### config.mk
export PLATFORM = sky130hd
export DESIGN_NAME = z80_io_responder
export DESIGN_NICKNAME = d
export VERILOG_FILES = /design/src/rtl/z80io_pkg.sv /design/src/rtl/z80io_sync.sv /design/src/rtl/z80io_keyreg.sv /design/src/rtl/z80io_cycle.sv /design/src/rtl/z80_io_responder.sv
export SDC_FILE = /design/constraint.sdc
export NUM_CORES = 1
export LEC_CHECK = 0
export ABC_AREA = 1
export ABC_CLOCK_PERIOD_IN_PS = 1750
export BUFFER_PORTS_ARGS = -buffer_cell sky130_fd_sc_hd__clkbuf_2
export CAP_MARGIN = 20
export CORE_ASPECT_RATIO = 0.6
export CORE_UTILIZATION = 50
export CTS_CLUSTER_DIAMETER = 80
export DETAILED_ROUTE_END_ITERATION = 7
export HOLD_SLACK_MARGIN = 0.02
export PLACE_DENSITY = 0.83
export SLEW_MARGIN = 20
export SYNTH_ARGS = -nofsm -noshare
export SYNTH_HDL_FRONTEND = slang
export SYNTH_HIERARCHICAL = 1
export SYNTH_SLANG_ARGS = --single-unit
export TNS_END_PERCENT = 30
### constraint.sdc
create_clock -name clk -period 1.75 [get_ports clk]
set_input_delay 0.0875 -clock clk [delete_from_list [all_inputs] [get_ports clk]]
set_output_delay 0.0875 -clock clk [all_outputs]
set_load 0.01 [all_outputs]
### src/rtl/z80io_pkg.sv
package z80io_pkg;
   typedef enum logic [1:0] {
      OP_NONE   = 2'd0,
      OP_BOOT   = 2'd1,
      OP_CONOUT = 2'd2
   } be_op_e;

   typedef enum logic [1:0] {
      CYC_IDLE = 2'd0,
      CYC_BUSY = 2'd1,
      CYC_DONE = 2'd2
   } cyc_state_e;
endpackage

### src/rtl/z80io_sync.sv
module z80io_sync #(
   parameter int               WIDTH   = 4,
   parameter int               STAGES  = 2,
   parameter logic [WIDTH-1:0] RST_VAL = '1
) (
   input  logic             clk,
   input  logic             rst_n,
   input  logic [WIDTH-1:0] d_async,
   output logic [WIDTH-1:0] d_sync
);
   initial begin
      assert (STAGES >= 2) else $fatal(1, "z80io_sync: STAGES must be at least 2");
      assert (WIDTH >= 1) else $fatal(1, "z80io_sync: WIDTH must be positive");
   end

   logic [WIDTH-1:0] stg [STAGES];

   always_ff @(posedge clk or negedge rst_n) begin
      if (!rst_n) begin
         for (int i = 0; i < STAGES; i++) stg[i] <= RST_VAL;
      end else begin
         stg[0] <= d_async;
         for (int i = 1; i < STAGES; i++) stg[i] <= stg[i-1];
      end
   end

   assign d_sync = stg[STAGES-1];
endmodule

### src/rtl/z80io_keyreg.sv
module z80io_keyreg #(
   parameter int DATA_W = 8
) (
   input  logic              clk,
   input  logic              rst_n,
   input  logic              push,
   input  logic [DATA_W-1:0] push_data,
   input  logic              take,
   input  logic              int_clr,
   output logic              avail,
   output logic [DATA_W-1:0] key_q,
   output logic              int_pend
);
   always_ff @(posedge clk or negedge rst_n) begin
      if (!rst_n) begin
         avail    <= 1'b0;
         key_q    <= '0;
         int_pend <= 1'b0;
      end else begin
         if (push) begin
            avail <= 1'b1;
            key_q <= push_data;
         end else if (take) begin
            avail <= 1'b0;
         end
         if (push)         int_pend <= 1'b1;
         else if (int_clr) int_pend <= 1'b0;
      end
   end

   AST_PUSH_RAISES_INT: assert property (@(posedge clk) disable iff (!rst_n)
      push |=> (int_pend && avail));
   AST_ACK_DROPS_INT: assert property (@(posedge clk) disable iff (!rst_n)
      (int_clr && !push) |=> !int_pend);
   AST_TAKE_EMPTIES: assert property (@(posedge clk) disable iff (!rst_n)
      (take && !push) |=> !avail);
endmodule

### src/rtl/z80io_cycle.sv
module z80io_cycle
   import z80io_pkg::*;
#(
   parameter int                ADDR_W    = 8,
   parameter int                DATA_W    = 8,
   parameter logic [ADDR_W-1:0] PORT_BOOT = ADDR_W'(1),
   parameter logic [ADDR_W-1:0] PORT_STAT = ADDR_W'(2),
   parameter logic [ADDR_W-1:0] PORT_KEY  = ADDR_W'(3),
   parameter logic [ADDR_W-1:0] PORT_CON  = ADDR_W'(4),
   parameter logic [ADDR_W-1:0] PORT_ACK  = ADDR_W'(56)
) (
   input  logic              clk,
   input  logic              rst_n,
   input  logic              iorq_s,
   input  logic              rd_s,
   input  logic              wr_s,
   input  logic              m1_s,
   input  logic [ADDR_W-1:0] addr,
   input  logic [DATA_W-1:0] wdata,
   input  logic              avail,
   input  logic [DATA_W-1:0] key_q,
   input  logic              be_done,
   output cyc_state_e        state,
   output logic [DATA_W-1:0] rdata_q,
   output logic              be_req,
   output be_op_e            be_op,
   output logic [DATA_W-1:0] be_wdata,
   output logic              take,
   output logic              int_clr,
   output logic              bad_port
);
   logic              iorq_prev;
   logic              start;
   logic              need_be;
   be_op_e            op_d;
   logic [DATA_W-1:0] rd_val;

   assign start = iorq_prev && !iorq_s && m1_s && (state == CYC_IDLE);

   always_comb begin
      need_be  = 1'b0;
      op_d     = OP_NONE;
      rd_val   = '1;
      take     = 1'b0;
      int_clr  = 1'b0;
      bad_port = 1'b0;
      if (start) begin
         if (!rd_s) begin
            if (addr == PORT_STAT) begin
               rd_val = avail ? DATA_W'(1) : '0;
            end else if (addr == PORT_KEY) begin
               rd_val = key_q;
               take   = 1'b1;
            end else begin
               bad_port = 1'b1;
            end
         end else if (!wr_s) begin
            if (addr == PORT_BOOT) begin
               need_be = 1'b1;
               op_d    = OP_BOOT;
            end else if (addr == PORT_CON) begin
               need_be = 1'b1;
               op_d    = OP_CONOUT;
            end else if (addr == PORT_ACK) begin
               int_clr = 1'b1;
            end else begin
               bad_port = 1'b1;
            end
         end else begin
            bad_port = 1'b1;
         end
      end
   end

   always_ff @(posedge clk or negedge rst_n) begin
      if (!rst_n) begin
         iorq_prev <= 1'b1;
         state     <= CYC_IDLE;
         rdata_q   <= '1;
         be_op     <= OP_NONE;
         be_wdata  <= '0;
      end else begin
         iorq_prev <= iorq_s;
         unique case (state)
            CYC_IDLE: if (start) begin
               if (need_be) begin
                  state    <= CYC_BUSY;
                  be_op    <= op_d;
                  be_wdata <= wdata;
               end else begin
                  state   <= CYC_DONE;
                  rdata_q <= rd_val;
               end
            end
            CYC_BUSY: if (be_done) state <= CYC_DONE;
            CYC_DONE: if (iorq_s) state <= CYC_IDLE;
            default:  state <= CYC_IDLE;
         endcase
      end
   end

   assign be_req = (state == CYC_BUSY);

   AST_ACK_CYCLE_IGNORED: assert property (@(posedge clk) disable iff (!rst_n)
      (iorq_prev && !iorq_s && !m1_s && state == CYC_IDLE) |=> (state == CYC_IDLE));
   AST_REQ_HELD_TO_DONE: assert property (@(posedge clk) disable iff (!rst_n)
      (be_req && !be_done) |=> be_req);
   AST_BAD_NO_REQ: assert property (@(posedge clk) disable iff (!rst_n)
      bad_port |=> !be_req);
endmodule

### src/rtl/z80_io_responder.sv
module z80_io_responder
   import z80io_pkg::*;
#(
   parameter int ADDR_W      = 8,
   parameter int DATA_W      = 8,
   parameter int SYNC_STAGES = 2
) (
   input  logic              clk,
   input  logic              rst_n,
   input  logic              iorq_n,
   input  logic              rd_n,
   input  logic              wr_n,
   input  logic              m1_n,
   input  logic [ADDR_W-1:0] cpu_addr,
   input  logic [DATA_W-1:0] cpu_d_in,
   output logic [DATA_W-1:0] cpu_d_out,
   output logic              cpu_d_oe,
   output logic              wait_n,
   output logic              int_n,
   input  logic              key_push,
   input  logic [DATA_W-1:0] key_byte,
   output logic              be_req,
   output logic [1:0]        be_op,
   output logic [DATA_W-1:0] be_wdata,
   input  logic              be_done,
   output logic              bad_port
);
   localparam int CTRL_W = 4;

   initial begin
      assert (ADDR_W >= 6) else $fatal(1, "z80_io_responder: ADDR_W too small for port 0x38");
      assert (DATA_W >= 2) else $fatal(1, "z80_io_responder: DATA_W too small");
   end

   logic [CTRL_W-1:0] ctrl_s;
   logic              iorq_s, rd_s, wr_s, m1_s;
   logic              avail, int_pend, take, int_clr;
   logic [DATA_W-1:0] key_q;
   cyc_state_e        state;
   be_op_e            be_op_e_w;

   z80io_sync #(.WIDTH(CTRL_W), .STAGES(SYNC_STAGES), .RST_VAL('1)) u_sync (
      .clk     (clk),
      .rst_n   (rst_n),
      .d_async ({iorq_n, rd_n, wr_n, m1_n}),
      .d_sync  (ctrl_s)
   );
   assign {iorq_s, rd_s, wr_s, m1_s} = ctrl_s;

   z80io_keyreg #(.DATA_W(DATA_W)) u_key (
      .clk       (clk),
      .rst_n     (rst_n),
      .push      (key_push),
      .push_data (key_byte),
      .take      (take),
      .int_clr   (int_clr),
      .avail     (avail),
      .key_q     (key_q),
      .int_pend  (int_pend)
   );

   z80io_cycle #(.ADDR_W(ADDR_W), .DATA_W(DATA_W)) u_cyc (
      .clk      (clk),
      .rst_n    (rst_n),
      .iorq_s   (iorq_s),
      .rd_s     (rd_s),
      .wr_s     (wr_s),
      .m1_s     (m1_s),
      .addr     (cpu_addr),
      .wdata    (cpu_d_in),
      .avail    (avail),
      .key_q    (key_q),
      .be_done  (be_done),
      .state    (state),
      .rdata_q  (cpu_d_out),
      .be_req   (be_req),
      .be_op    (be_op_e_w),
      .be_wdata (be_wdata),
      .take     (take),
      .int_clr  (int_clr),
      .bad_port (bad_port)
   );

   assign be_op    = be_op_e_w;
   assign wait_n   = !(!iorq_n && m1_n && (state != CYC_DONE));
   assign int_n    = !int_pend;
   assign cpu_d_oe = !iorq_n && !rd_n && m1_n && (state == CYC_DONE);

   AST_WAIT_WHILE_PENDING: assert property (@(posedge clk) disable iff (!rst_n)
      (be_req && !iorq_n && m1_n) |-> !wait_n);
   AST_NO_DRIVE_ON_ACK: assert property (@(posedge clk) disable iff (!rst_n)
      !m1_n |-> !cpu_d_oe);
   AST_NO_DRIVE_WHILE_REQ: assert property (@(posedge clk) disable iff (!rst_n)
      cpu_d_oe |-> !be_req);
endmodule

## Word-level counts from Yosys, hierarchy flattened

Cells that the tools add are included.

| word-level totals | value |
|---|---|
| flip-flop bits (word level) | 39 |
| bits of input ports | 32 |
| output and inout port bits | 23 |
| logic and storage cells | 81 |

| operators by class | value |
|---|---|
| equal/unequal tests | 11 |
| mux-type cells | 40 |
| bitwise logic cells | 1 |
| reductions and logical operators | 19 |

Operators with widths:

| kind | number |
|---|---|
| 1-bit 2-to-1 mux | 28 |
| 8-bit 2-to-1 mux | 3 |
| 8-bit by 2-bit equality test with 1-bit output (second input constant) | 2 |
| 2-bit 2-to-1 mux | 8 |
| 3-bit AND reduction | 3 |
| 8-bit by 1-bit equality test with 1-bit output (second input constant) | 1 |
| 8-bit by 3-bit equality test with 1-bit output (second input constant) | 1 |
| 8-bit by 6-bit equality test with 1-bit output (second input constant) | 1 |
| 1-bit logical AND | 8 |
| 2-bit by 1-bit != test with 1-bit output (second input constant) | 3 |
| 2-bit case mux with 3 select lines | 1 |
| 1-bit zero test | 5 |
| 2-bit nonzero test | 2 |
| 2-bit by 1-bit equality test with 1-bit output (second input constant) | 1 |
| 2-bit equality test (second input constant) | 1 |
| 2-bit zero test | 1 |
| 2-bit != test (second input constant) | 1 |
| 1-bit NOT | 1 |

## Depth between registers and ports, before layout

Gate-level depths: netlist (run 1).

| depth | value |
|---|---|
| word-level depth | 9 |
| gate-level depth with buffers | 9 |
| mapped depth without buffers | 9 |

## Hierarchy

Netlist (run 1), hierarchy kept.

Modules (own cells, without submodules):

| module | instances | cells an instance | area each (µm²) | sequential area each (µm²) |
|---|---|---|---|---|
| z80io_cycle | 1 | 157 | 1163.6 | 536.8 |
| z80io_keyreg | 1 | 42 | 377.9 | 250.2 |
| z80io_sync | 1 | 12 | 240.2 | 210.2 |
| z80_io_responder | 1 | 7 | 32.5 | 0.0 |

## Least setup slack after synthesis (run 1)

Ideal clock, no wire load.

| path | value |
|---|---|
| kind | reg-to-reg |
| start point | reg u_sync.stg, in the netlist u_sync/d_sync[0] |
| end point | reg u_cyc.be_op[1] |
| library setup time | 0.117 ns |
| arrival time | 1.261 ns |
| required time | 1.633 ns |
| path slack | 0.372 ns |
| cell stages (with the launch flop) | 8 |
| clock period less this slack | 1.378 ns |
| cell sequence | dfstp_2 buf_4 nand4_4 nor2_8 nand2_4 buf_6 nand2_1 nand2_1 |

| between the ends | value |
|---|---|
| longest elaborated chain between the ends | 4 |

Ends and longest elaborated chain:

| element | RTL line | source |
|---|---|---|
| from (decl) | z80io_sync.sv:16 | `logic [WIDTH-1:0] stg [STAGES];` |
| 1-bit logical AND * (2 in series) | z80io_cycle.sv:38 | `assign start = iorq_prev && !iorq_s && m1_s && (state == CYC_IDLE);` |
| 1-bit 2-to-1 mux | z80io_cycle.sv:47 | `if (start) begin` |
| 3-bit AND reduction (no source line) * | n/a |  |
| to (signal assigned) | z80io_cycle.sv:88 | `be_op <= op_d;` |
| to (decl) | z80io_cycle.sv:26 | `output be_op_e be_op,` |

Every way passes the cells marked *; elsewhere a longest branch is shown, timed or not.
A chain may end at the register's enable or synchronous reset.

## Final worst setup path (run 1)

| path | value |
|---|---|
| start point | reg u_cyc.state[1] |
| end point | out bad_port |

| between the ends | value |
|---|---|
| longest elaborated chain between the ends | 3 |

Ends and longest elaborated chain:

| element | RTL line | source |
|---|---|---|
| from (decl) | z80io_cycle.sv:23 | `output cyc_state_e state,` |
| from (signal assigned) | z80io_cycle.sv:78 | `state <= CYC_IDLE;` |
| from (signal assigned) | z80io_cycle.sv:87 | `state <= CYC_BUSY;` |
| from (signal assigned) | z80io_cycle.sv:91 | `state <= CYC_DONE;` |
| 2-bit zero test | z80io_cycle.sv:38 |  |
| 1-bit logical AND | z80io_cycle.sv:38 |  |
| 1-bit 2-to-1 mux | z80io_cycle.sv:47 |  |
| to (decl) | z80_io_responder.sv:26 | `output logic bad_port` |

No other way between the ends.

==> run metrics, run 1 <==
status=finished clean; GRT Total Usage=20.5%; initial antenna violation count=0; syn_nets=250; Max Root-Sink Buffers=2; ANT nets after route=0; critical hold path startpoint=cpu_d_in[5]; via/cell ratio=4.51; setup violators final=0; TNS Setup=0 ns; detailed-route wire length=3600 um; critical path startpoint=u_cyc/state[1]$_DFFE_PN0P_; n_diodes=0; CP arrival=1.58 ns; top cell type's share of synthesized area=30.3%; P per Cell Area=993 nW/um2; Final Max Tran Viols=0; synthesized area=1810 um2; Max VDD drop=0.000500 V; die area=3880 um2; CTS tree=built; Hold Slack=0.0368 ns; number of remaining DRC errors=0; Period minus WS final=1.66 ns; critical path depth=6; DIE HEIGHT=48.7 um; worst r2r src=u_cyc/state[1]$_DFFE_PN0P_; Seq/Total Area, Yosys=55.0%; Syn Inst Count=218; RD Place Congestion=0.816; relative slew slack=49.9%; synth warn=6; critical path cell sequence=nor2_2 -> nand4_4 -> inv_2 -> nand3_1 -> a21oi_1 -> clkbuf_2; CTS Buf Count=5; Tot Pwr=2300 uW; critical path class=register to output pin; Iteration-0 DRC Markers=64; drt pass-1 iters=4; total gr overflow=0; Max Clk Rate=601 MHz; largest net degree at the start of global routing=32; Initial Utilization=53.9%; worst path bufs/invs=2; layout cells sized above 1=32.3%; Vias=1501; wire length per cell=10.8 um; skew final=0.00584 ns; FP Rows=16; Tcrit/Tclk final=95.1%; area delta synth->final=27.5%; IO buf count=54; dpl cells=312; max incr delay on CP=0.43 ns; unrepaired setup endpoints after global routing=no; CP max FO=5; clk sinks=39; layout net count=319; H-tree depth=2; Worst-path clk slew=0.07 ns; Cell variety after synth=19; die width=79.8 um; first-pass GRT wire length=5960 um; cell taking the most area after synthesis=dfrtp_1; Max Cap Viol=0; CTS root buffer=clkbuf_8; Leakage=0.00132 uW; Final Non-Filler Cells=333; Post-CTS Setup Bufs=0; Hold Path Stages=3; Slew @ Worst Pin=0.752 ns; HPWL after detailed placement=2610 um; FF+latch count, synth=39; Critical-path top delay cell=dfrtp_1; Hold Fails Final Rpt=0; WP data required=1.66 ns; Worst Setup Start Kind=register; reg2reg path depth=7; number of global-route vias before repair=1327; top cells by area, synth=dfrtp_1 30%, dfstp_2 25%, nand2_1 23%; clock latency reported for the late side of the worst-skew pair=0.29 ns; HP Class=input port to register; Largest delay share family, worst path=flip-flops; crit end category=output pin; Synth Area per Inst=8.32 um2; Core ar.=3360 um2; IO Pins=55
## registers in the layout, summed over array words and instances, names as in the netlist
signal	count
u_cyc/be_op	2
u_cyc/iorq_prev	1
u_key/avail	1
u_sync/stg	4
u_key/int_pend	1
u_cyc/rdata_q	8
u_key/key_q	8
u_cyc/be_wdata	8
u_cyc/state	2
u_sync/d_sync	4
## what timing repair did
item | CTS | global route
hold endpoints to repair | 34 | 0
hold buffers | 13 | 0
setup endpoints to repair | 0 | 1
resized for setup | 0 | 1
## cells in the mapped netlist
master	count
nand4_4	1
buf_4	4
nand2_4	2
buf_6	3
a21oi_4	1
nor2_1	10
dfrtp_1	22
nand3_1	15
o21ai_0	1
nand2_2	3
inv_2	1
nor3_1	2
nor2_8	1
a21oi_1	1
dfstp_2	17
nor2_2	3
inv_1	20
nand2_1	109
nand3b_1	2
## layer usage
layer / global-route usage (%) / wire (um)
met3: 6.42 / 292
met4: 7.14 / 50
met1: 32.2 / 1960
met2: 26.1 / 1290
met5: 0 / 0
## power breakdown
group | internal [uW] | switching [uW]
logic | 210 | 279
registers | 1110 | 87.3
clock network | 318 | 292
## kinds of logic after synthesis
family	synth area share (%)
buffers and inverters	7.86
and+or+nand+nor	35.7
AOI/OAI and AO/OA	1.45
DFF	55.0
## cell usage in the layout (no fill, tap or decap)
cell type | Yosys | layout
clkinv_2 | 0 | 1
clkbuf_1 | 0 | 1
nand2_1 | 109 | 109
nor3_1 | 2 | 2
nor2_8 | 1 | 1
inv_2 | 1 | 2
a21oi_1 | 1 | 1
nand3b_1 | 2 | 2
nand3_1 | 15 | 15
dlygate4sd3_1 | 0 | 13
nand2_2 | 3 | 3
nor2_1 | 10 | 10
clkbuf_8 | 0 | 6
o21ai_0 | 1 | 1
buf_4 | 4 | 2
nand2_4 | 2 | 2
clkbuf_2 | 0 | 54
nor2_2 | 3 | 3
inv_1 | 20 | 19
nand4_4 | 1 | 1
dfrtp_1 | 22 | 22
dfstp_2 | 17 | 17
a21oi_4 | 1 | 1
## final cells by class
cell class	instances	area, um2
clock inverter	1	5.00
clock buffer	7	86.3
multi-input combinational	151	674
sequential	39	997
tap	45	56.3
fill	276	1050
timing repair buffer	69	415
inverter	21	78.8
## worst min-delay path: cells and delay by family
family,cells,cell delay (ns)
buf+inv,1,0.08
simple gates,2,0.12
## per-stage QoR
step                      cell area (um2)  setup slack [ns]  utilization, %
after floorplan                      1810             0.372               -
after global placement               2090             0.370            62.2
after detailed placement             2090             0.285            62.2
after CTS                            2310            0.0254            68.8
after global routing                 2310           0.00882            68.8
final                                2310            0.0860            68.8
## worst paths after layout
kind	endpoint	slack, ns
worst min-delay path	u_cyc/be_wdata[5]$_DFFE_PN0P_	0.04
worst max register to register	u_cyc/rdata_q[2]$_DFFE_PN1P_	0.28
min in group asynchronous	u_key/key_q[2]$_DFFE_PN0P_	0.39
worst min register to register	u_sync/d_sync[1]$_DFF_PN1_	0.35
worst max-delay path	bad_port	0.09
max in group asynchronous	u_sync/stg[7]$_DFF_PN1_	0.70
(Power assumes the default switching activity.)
==> run 2, diff against run 1 <==
RECOVER_POWER = 100   (was default)
==> run 2 against run 1 <==
  * Cell count unchanged
  * Register-to-register slack worse by 0.09 ns
  * Non-clock buffer count unchanged
  * Maximum frequency is essentially flat
  * Die area unchanged
  * Clock power fell by 0.7%
  * Largest cell class unchanged
  * Highest routed layer unchanged
==> run metrics, run 2 (synthesis results as in run 1) <==
Core ar.=3360 um2 (unchanged); most common cell after layout, fill and taps aside=nand2_1 (unchanged); clk sinks=39 (unchanged); WP data required=1.66 ns (about the same); Clock power frac=26.8% (was 26.6%); Final Non-Filler Cells=333 (unchanged); layout cells sized above 1=22.6% (was 32.3%); setup violators final=0 (unchanged); Vias=1498 (was 1501); Max VDD drop=0.000499 V (was 0.000500 V); Internal Pwr Total=1610 uW (was 1640 uW); TNS Setup=0 ns (unchanged); Hold Fails Final Rpt=0 (unchanged); crit end category=output pin (unchanged); clock latency reported for the late side of the worst-skew pair=0.29 ns (about the same); status=finished clean (unchanged); CTS Buf Count=5 (unchanged); HP Class=input port to register (unchanged); IO buf count=54 (unchanged); critical path class=register to output pin (unchanged); Slew @ Worst Pin=0.750 ns (was 0.752 ns); wire length per cell=10.9 um (was 10.8 um); unrepaired setup endpoints after global routing=no (unchanged); area delta synth->final=25.3% (was 27.5%); dpl cells=312 (unchanged); first-pass GRT wire length=5960 um (unchanged); switching power=655 uW (was 658 uW); Tcrit/Tclk final=95.0% (was 95.1%); die width=79.8 um (unchanged); gr busiest metal=met1 (unchanged); detailed-route wire length=3620 um (was 3600 um); Worst Setup Start Kind=register (unchanged); die area=3880 um2 (unchanged); total gr overflow=0 (unchanged); CTS tree=built (unchanged); Max Root-Sink Buffers=2 (unchanged); skew final=0.00529 ns (was 0.00584 ns); largest net degree at the start of global routing=32 (unchanged); reg2reg path depth=7 (unchanged); final core utilization=67.6% (was 68.8%); initial antenna violation count=0 (unchanged); via/cell ratio=4.50 (was 4.51); Initial Utilization=53.9% (unchanged); number of remaining DRC errors=0 (unchanged); Max Clk Rate=601 MHz (about the same); grt met2 use=26.1% (unchanged); Period minus WS final=1.66 ns (about the same); Hold Path Stages=3 (unchanged); H-tree depth=2 (unchanged); P per Cell Area=995 nW/um2 (was 993 nW/um2); FP Rows=16 (unchanged); placed cell area=2090 um2 (unchanged); layout net count=319 (unchanged); CP max FO=5 (unchanged); combinational share of power=20.7% (was 21.3%); HPWL after detailed placement=2610 um (unchanged); Post-CTS Setup Bufs=0 (unchanged); Max Cap Viol=0 (unchanged); ANT nets after route=0 (unchanged); Worst-path clk slew=0.07 ns (about the same); met1 GRT Util=32.2% (unchanged); RD Place Congestion=0.816 (unchanged); CTS root buffer=clkbuf_8 (unchanged); DIE HEIGHT=48.7 um (unchanged); GRT Total Usage=20.5% (unchanged); drt pass-1 iters=4 (unchanged); Iteration-0 DRC Markers=59 (was 64); most frequent cells in the layout=109 x nand2_1, 32 x clkbuf_2, 25 x clkbuf_1, 22 x dfrtp_1, 19 x inv_1 (was 109 x nand2_1, 54 x clkbuf_2, 22 x dfrtp_1, 19 x inv_1, 17 x dfstp_2); largest registers=u_cyc/be_wdata (8), u_cyc/rdata_q (8), u_key/key_q (8) (unchanged); Final Max Tran Viols=0 (unchanged); Switching Fraction=29.0% (was 28.7%); IO Pins=55 (unchanged); CP arrival=1.58 ns (about the same); Reg power frac=52.5% (was 52.2%); relative slew slack=50.0% (was 49.9%); number of global-route vias before repair=1327 (unchanged); Leakage=0.00122 uW (was 0.00132 uW); n_diodes=0 (unchanged); M3 GR Usage=6.42% (unchanged); Final Cell Area=2270 um2 (was 2310 um2)
## run 2: cell count changes in the layout (fill, tap and decap cells not counted), sizes merged
cell	previous run	this run
buf	2	0
clkbuf	61	63
## run 2: cell type report
class	instances	area, um2
Fill cell	291	1090
Sequential cell	39	997
Multi-Input combinational cell	151	669
Timing Repair Buffer	69	380
Clock buffer	7	86.3
Inverter	21	78.8
Tap cell	45	56.3
Clock inverter	1	5.00
## run 2: repair_timing
action | CTS | global route
endpoints found under the hold margin | 34 | 0
gates resized for setup | 0 | 1
hold buffers | 13 | 0
setup endpoints to repair | 0 | 1
## run 2: path summary, 6_finish.rpt
path | end | startpoint | slack, ns
min reg2reg | u_sync/d_sync[1]$_DFF_PN1_ | u_sync/stg[5]$_DFF_PN1_ | 0.35
max in group asynchronous | u_sync/stg[7]$_DFF_PN1_ | rst_n | 0.65
min | u_cyc/be_wdata[5]$_DFFE_PN0P_ | cpu_d_in[5] | 0.04
max reg2reg | u_cyc/rdata_q[2]$_DFFE_PN1P_ | u_cyc/state[1]$_DFFE_PN0P_ | 0.19
min in group asynchronous | u_key/key_q[2]$_DFFE_PN0P_ | rst_n | 0.39
max | bad_port | u_cyc/state[1]$_DFFE_PN0P_ | 0.09
## run 2: through the flow
stage	hold slack [ns]	power, uW	setup slack (ns)
4_1_cts	0.0307	2320	0.0254
3_3_place_gp	0.178	1660	0.370
5_1_grt	0.0405	2400	0.00882
2_1_floorplan	-0.208	1480	0.372
6_report	0.0398	2260	0.0873
3_5_place_dp	0.178	1680	0.285
## run 2: power by group through the flow
stage | clock network [uW] | logic (uW) | registers (uW)
2_1_floorplan | 0 | 229 | 1250
3_3_place_gp | 0 | 453 | 1210
3_5_place_dp | 0 | 470 | 1210
4_1_cts | 623 | 493 | 1200
5_1_grt | 675 | 523 | 1200
6_report | 606 | 468 | 1190
## run 2: critical path, cell delays in order, from the launching register on
cell and delay [ns]:
dfrtp_1 0.43, nor2_2 0.16, nand4_4 0.18, inv_2 0.13, nand3_1 0.08, a21oi_1 0.14
clkbuf_2 0.15
## run 2: metal layers
layer | wire length, um | part of all wire, %
met4 | 53 | 1.5
met5 | 0 | 0
met1 | 1990 | 55
met3 | 275 | 7.6
met2 | 1300 | 36
